### src/rtl/adc_host_master.sv
module adc_host_master #(
  parameter int DW        = 12,
  parameter int CLK_HALF  = 7,
  parameter int PWRUP_CYC = 1000,
  parameter int CS_SETUP  = 4,
  parameter int WR_LEN    = 6,
  parameter int WR_HOLD   = 2,
  parameter int RD_LEN    = 6,
  parameter int TMO_CLKS  = 32
) (
  input  logic          clk,
  input  logic          rst_n,
  input  logic          pipe_mode,
  input  logic          req_valid,
  output logic          req_ready,
  input  logic [2:0]    req_chan,
  input  logic          req_single,
  input  logic          req_unipolar,
  input  logic [1:0]    req_pwr,
  output logic          adc_clk,
  output logic          adc_cs_n,
  output logic          adc_wr_n,
  output logic          adc_rd_n,
  output logic          bus_oe,
  output logic [DW-1:0] bus_out,
  input  logic [DW-1:0] bus_in,
  input  logic          adc_int_n,
  output logic          res_valid,
  output logic [DW-1:0] res_data,
  output logic [2:0]    res_chan,
  output logic          tmo_err
);
  localparam int CNT_W = $clog2(PWRUP_CYC + CS_SETUP + WR_LEN + WR_HOLD + RD_LEN + 1);
  localparam int TMO_W = $clog2(TMO_CLKS + 1);
  localparam int DIV_W = $clog2(CLK_HALF + 1);

  typedef enum logic [2:0] {
    ST_BOOT, ST_IDLE, ST_CSW, ST_WR, ST_WH, ST_WAIT, ST_CSR, ST_RD
  } state_t;

  state_t           state;
  logic [CNT_W-1:0] cnt, limit;
  logic [TMO_W-1:0] tmo_cnt;
  logic [DIV_W-1:0] div_cnt;
  logic [7:0]       ctrl;
  logic [2:0]       cur_tag, prev_tag, rd_tag;
  logic             pending, pipe_q, wr_then_rd, rd_then_wait;
  logic [1:0]       int_sync;
  logic             clk_q, div_wrap, adc_fall, phase_done, int_low;

  assign div_wrap = div_cnt == DIV_W'(CLK_HALF - 1);
  assign adc_fall = div_wrap && clk_q;
  assign adc_clk  = clk_q;
  assign int_low  = !int_sync[1];

  always_ff @(posedge clk or negedge rst_n)
    if (!rst_n) begin
      div_cnt  <= '0;
      clk_q    <= 1'b0;
      int_sync <= 2'b11;
    end else begin
      div_cnt  <= div_wrap ? '0 : div_cnt + 1'b1;
      if (div_wrap) clk_q <= ~clk_q;
      int_sync <= {int_sync[0], adc_int_n};
    end

  always_comb
    case (state)
      ST_BOOT:         limit = CNT_W'(PWRUP_CYC);
      ST_CSW, ST_CSR:  limit = CNT_W'(CS_SETUP);
      ST_WR:           limit = CNT_W'(WR_LEN);
      ST_WH:           limit = CNT_W'(WR_HOLD);
      ST_RD:           limit = CNT_W'(RD_LEN);
      default:         limit = CNT_W'(1);
    endcase

  assign phase_done = cnt == limit - 1'b1;

  always_ff @(posedge clk or negedge rst_n)
    if (!rst_n) begin
      state        <= ST_BOOT;
      cnt          <= '0;
      tmo_cnt      <= '0;
      ctrl         <= '0;
      cur_tag      <= '0;
      prev_tag     <= '0;
      rd_tag       <= '0;
      pending      <= 1'b0;
      pipe_q       <= 1'b0;
      wr_then_rd   <= 1'b0;
      rd_then_wait <= 1'b0;
      res_valid    <= 1'b0;
      res_data     <= '0;
      res_chan     <= '0;
      tmo_err      <= 1'b0;
    end else begin
      res_valid <= 1'b0;
      tmo_err   <= 1'b0;
      case (state)
        ST_BOOT:
          if (phase_done) begin state <= ST_IDLE; cnt <= '0; end
          else cnt <= cnt + 1'b1;
        ST_IDLE:
          if (req_valid) begin
            ctrl       <= {req_pwr, 1'b0, req_single, req_unipolar, req_chan};
            prev_tag   <= cur_tag;
            cur_tag    <= req_chan;
            pipe_q     <= pipe_mode;
            wr_then_rd <= pending;
            pending    <= 1'b0;
            state      <= ST_CSW;
            cnt        <= '0;
          end else if (pending) begin
            pending      <= 1'b0;
            rd_tag       <= cur_tag;
            rd_then_wait <= 1'b0;
            state        <= ST_CSR;
            cnt          <= '0;
          end
        ST_CSW:
          if (phase_done) begin state <= ST_WR; cnt <= '0; end
          else cnt <= cnt + 1'b1;
        ST_WR:
          if (phase_done) begin state <= ST_WH; cnt <= '0; end
          else cnt <= cnt + 1'b1;
        ST_WH:
          if (phase_done) begin
            cnt     <= '0;
            tmo_cnt <= '0;
            if (wr_then_rd) begin
              rd_tag       <= prev_tag;
              rd_then_wait <= 1'b1;
              state        <= ST_CSR;
            end else state <= ST_WAIT;
          end else cnt <= cnt + 1'b1;
        ST_WAIT:
          if (int_low) begin
            if (pipe_q) begin
              pending <= 1'b1;
              state   <= ST_IDLE;
            end else begin
              rd_tag       <= cur_tag;
              rd_then_wait <= 1'b0;
              state        <= ST_CSR;
              cnt          <= '0;
            end
          end else if (adc_fall) begin
            if (tmo_cnt == TMO_W'(TMO_CLKS - 1)) begin
              tmo_err <= 1'b1;
              state   <= ST_IDLE;
            end else tmo_cnt <= tmo_cnt + 1'b1;
          end
        ST_CSR:
          if (phase_done) begin state <= ST_RD; cnt <= '0; end
          else cnt <= cnt + 1'b1;
        ST_RD:
          if (phase_done) begin
            res_valid <= 1'b1;
            res_data  <= bus_in;
            res_chan  <= rd_tag;
            cnt       <= '0;
            tmo_cnt   <= '0;
            state     <= rd_then_wait ? ST_WAIT : ST_IDLE;
          end else cnt <= cnt + 1'b1;
        default: state <= ST_IDLE;
      endcase
    end

  assign req_ready = state == ST_IDLE;
  assign adc_cs_n  = !(state inside {ST_CSW, ST_WR, ST_WH, ST_CSR, ST_RD});
  assign adc_wr_n  = state != ST_WR;
  assign adc_rd_n  = state != ST_RD;
  assign bus_oe    = state inside {ST_CSW, ST_WR, ST_WH};
  assign bus_out   = {{(DW-8){1'b0}}, ctrl};
endmodule

### config.mk
export PLATFORM = sky130hd
export DESIGN_NAME = adc_host_master
export DESIGN_NICKNAME = d
export VERILOG_FILES = /design/src/rtl/adc_host_master.sv
export SDC_FILE = /design/constraint.sdc
export NUM_CORES = 1
export LEC_CHECK = 0
export BUFFER_PORTS_ARGS = -buffer_cell sky130_fd_sc_hd__buf_2
export CELL_PAD_IN_SITES_DETAIL_PLACEMENT = 1
export CELL_PAD_IN_SITES_GLOBAL_PLACEMENT = 2
export CORE_ASPECT_RATIO = 0.7
export CORE_MARGIN = 4
export CORE_UTILIZATION = 38
export DETAILED_ROUTE_END_ITERATION = 8
export PLACE_DENSITY_LB_ADDON = 0.1
export SLEW_MARGIN = 20
export SYNTH_ARGS = -nofsm -noshare
export SYNTH_HDL_FRONTEND = slang
export SYNTH_SLANG_ARGS = --single-unit
### constraint.sdc
create_clock -name clk -period 4.9 [get_ports clk]
set_input_delay 0.98 -clock clk [delete_from_list [all_inputs] [get_ports clk]]
set_output_delay 0.98 -clock clk [all_outputs]
set_load 0.03 [all_outputs]
==> results.toml <==
[sta]
timing.final.crit_period_ps = 3640
worstMarginPinSlew_ps = 809
timing.clock.skew_ps = 7.97
maxClockFrequency_mhz = 275
final-setup-viol-count = 0
timing.max_slew.rel_slack = 0.461
hold_slack_ps = 356
setup_total_negative_slack_ps = 0
final_min_period_over_clock_period = 0.743
finalHoldViolCount = 0
slew_violations = 0
unrepaired_setup_endpoints_after_global_routing = "no"

[synthesis]
post_synthesis_cell_count = 256
seq_area_frac_synth = 0.511
fraction_of_the_mapped_netlist_area_in_adder_cells = 0.0130
synth_seq_cells = 59
post_synth_and_or_nand_nor_area_fraction = 0.162
cell_taking_the_most_area_after_synthesis = "sky130_fd_sc_hd__dfrtp_1"
avgSynthCellArea_um2 = 11.3
ys_types = 50
synth.area.top_cells = "sky130_fd_sc_hd__dfrtp_1 49%, sky130_fd_sc_hd__mux2_2 6.6%, sky130_fd_sc_hd__mux2_4 5.2%"
mappedNetlistArea_mm2 = 0.00289
synth_top_family_by_area = "simple AND/OR/NAND/NOR gates"
ys.warnings.count = 0
synth_top_area_frac = 0.493
synth_xor_area_frac = 0.0394
synth.mux.area_fraction = 0.125
synth_compound_area_frac = 0.104

[detailed_routing]
via_count = 2145
drtPass1Iterations = 4
antenna_left = 0
drt-wirelength-per-cell_um = 16.4
drt_wl_total_um = 6830
vias_per_cell = 5.16
drc = 0
drtIter0Drc = 98

[floorplan]
placeableCoreArea_mm2 = 0.00735
floorplan.initialDensity = 0.393
die_width_um = 112
floorplan.die_area_mm2 = 0.00910
floorplan.die.height_um = 81
rows = 26
num_io_pins = 59

[layout]
fillers = 846
final_common_cell = "sky130_fd_sc_hd__dfrtp_1"
fin_util = 0.467
area_growth_syn_to_layout_pct = 18.7
regArea_mm2 = 0.00148
multi_input_comb_area_mm2 = 0.00130
num-nets-final = 341
num_antenna_cells = 0
most-common-layout-cells = "57 x sky130_fd_sc_hd__dfrtp_1, 53 x sky130_fd_sc_hd__buf_2, 23 x sky130_fd_sc_hd__nor2_1"
fraction_of_layout_instances_using_a_drive_strength_above_1 = 0.346

[cts]
worstSkewPairLatency_ps = 350
htreeDepth = 3
numCtsBuffers = 9
path_clk_slew_ps = 70
clock_tree.buffer_depth = 2
clk_root_buffer_cell = "sky130_fd_sc_hd__clkbuf_8"
tritoncts_clock_tree = "yes"
clock_sinks = 59
postCtsHoldBufs = 0
ctsResizeCount = 0
setup_fix_buffers_added_after_clock_tree_synthesis = 0

[pwr]
power_frac_seq = 0.478
total_switching_power_uw = 234
power_uw = 1040
combinationalPowerShare = 0.047
max-vdd-ir-drop_mv = 0.221
power.switching_fraction = 0.225
power_leakage_uw = 0.00164
power_report.internal_total_uw = 805
power_density_mw_per_mm2 = 303
clock_power_share = 0.475

[run]
maxCapViolations = 0

[worst_setup_path]
worst-path-max-fanout = 16
worstSetupPathType = "reg -> reg"
crit_path_frequent_cell = "sky130_fd_sc_hd__xnor2_1"
timing.critical_path.cells = "inv_1 > nor3_1 > buf_4 > a21oi_1 > ha_1 > xnor2_1 > xnor2_1 > o22ai_1 > nand3_2 > or3_1 > mux2_4"
cp-start-kind = "register"
critPathMaxStageDelay_ps = 690
cp.required_ps = 5130
cp_data_arrival_time_ps = 3870
worst_path_max_delay_cell = "sky130_fd_sc_hd__or3_1"
setup.worst_path.end_class = "register"

[placement]
dp.final_hpwl_um = 4870
port_buffers = 53
place.gp.congestion = 0.792

[global_routing]
antenna_found_initial = 0
grt_usage = 0.163
grt-ovfl-total = 0
grt_first_pass_wirelength_um = 11500
grt_max_degree = 60
via_count_of_the_first_global_routing_pass = 2138

[status]
run_status = "finished, final reports clean"

[min_path]
worstHoldPathType = "reg -> reg"
==> per-layer routing <==
layer  routed length [um]  track usage  vias up  share of wire
met4                   93       0.0540        0          0.014
met3                  463       0.0588        8          0.068
met1                 3610        0.242     1056           0.53
met2                 2670        0.215       54           0.39
met5                    0            0        -              0
li1                     -            -     1027              -
==> path summary, 6_finish.rpt <==
| kind | cells past startpoint | start | slack, ps | end |
|---|---|---|---|---|
| setup / recovery | 11 | state[2] | 1260 | res_data[2] |
| hold / removal | 0 | int_sync[0] | 360 | int_sync[1] |
| setup reg to reg | 11 | state[2] | 1260 | res_data[2] |
| hold reg to reg | 0 | int_sync[0] | 360 | int_sync[1] |
| max in group asynchronous | 2 | rst_n | 3620 | cnt[1] |
| min in group asynchronous | 2 | rst_n | 770 | ctrl[7] |
==> worst max-delay path: cells and delay by family (launching register included) <==
kind	cells	cell delay, ps
and+or+nand+nor	3	1090
DFF	1	620
buffers and inverters	2	450
AOI/OAI and AO/OA	2	420
muxes	1	420
xor gates and xnor gates	2	270
adders and majority gates	1	230
==> metrics by stage <==
| step | instance area (um^2) | setup WS, ps | std cells |
|---|---|---|---|
| 6_report | 3430 | 1260 | 416 |
| 5_1_grt | 3430 | 938 | 416 |
| 4_1_cts | 3430 | 1270 | 416 |
| 3_5_place_dp | 3220 | 1300 | 401 |
| 3_3_place_gp | 3220 | 1410 | 401 |
| 2_1_floorplan | 2910 | 1740 | 260 |
==> cell families (layout without fill, tap and decap cells) <==
family | count (synthesis) | count (layout)
compound gates | 44 | 44
flops | 59 | 59
fa+ha+maj | 3 | 3
simple gates | 88 | 88
other cells | 1 | 5
mux | 29 | 29
xor+xnor | 13 | 13
buf+inv | 19 | 77
==> cell type report <==
type / instances / area share
clock buffers: 10 / 0.0401
repair buffers: 57 / 0.0860
flip-flops and latches: 59 / 0.431
multi-input cells: 182 / 0.379
clock inverters: 5 / 0.0226
well taps: 98 / 0.0357
inverters: 5 / 0.00547
==> synth_stat cells (all sizes together) <==
cell type and n:
nand3 11, nor3 4, mux2 27, clkbuf 4, a21boi 1, ha 3
conb 1, a31oi 2, dfstp 2, and4b 1, a21o 2, or4 1
a21oi 13, a221o 2, a22o 2, nand4 6, nor4b 1, nor2 23
buf 10, a41oi 1, or3 5, nand2 15, nor2b 2, dfrtp 57
clkinv 1, o311ai 1, a2bb2oi 3, xor2 7, o21ai 7, and3 8
mux2i 2, o31ai 3, or2b 1, and4 1, a32o 1, xnor2 6
nand2b 4, o22ai 5, inv 4, o211ai 1, or2 3, nand4b 2
==> state kept, by name, summed over array words and instances (netlist names), 2 cells and up <==
name	flops
div_cnt	3
prev_tag	3
state	3
rd_tag	3
ctrl	5
cur_tag	2
tmo_cnt	6
cnt	10
res_chan	3
res_data	12
int_sync	2
==> power by group through the flow <==
stage / sequential (uW) / clock, uW / combinational [uW]
after floorplan: 516 / 0 / 15.7
after global placement: 506 / 0 / 49.2
after detailed placement: 506 / 0 / 49.8
after CTS: 497 / 502 / 49.9
after global routing: 497 / 533 / 53.8
final: 497 / 493 / 48.5
Power figures use the tool's default switching activity.
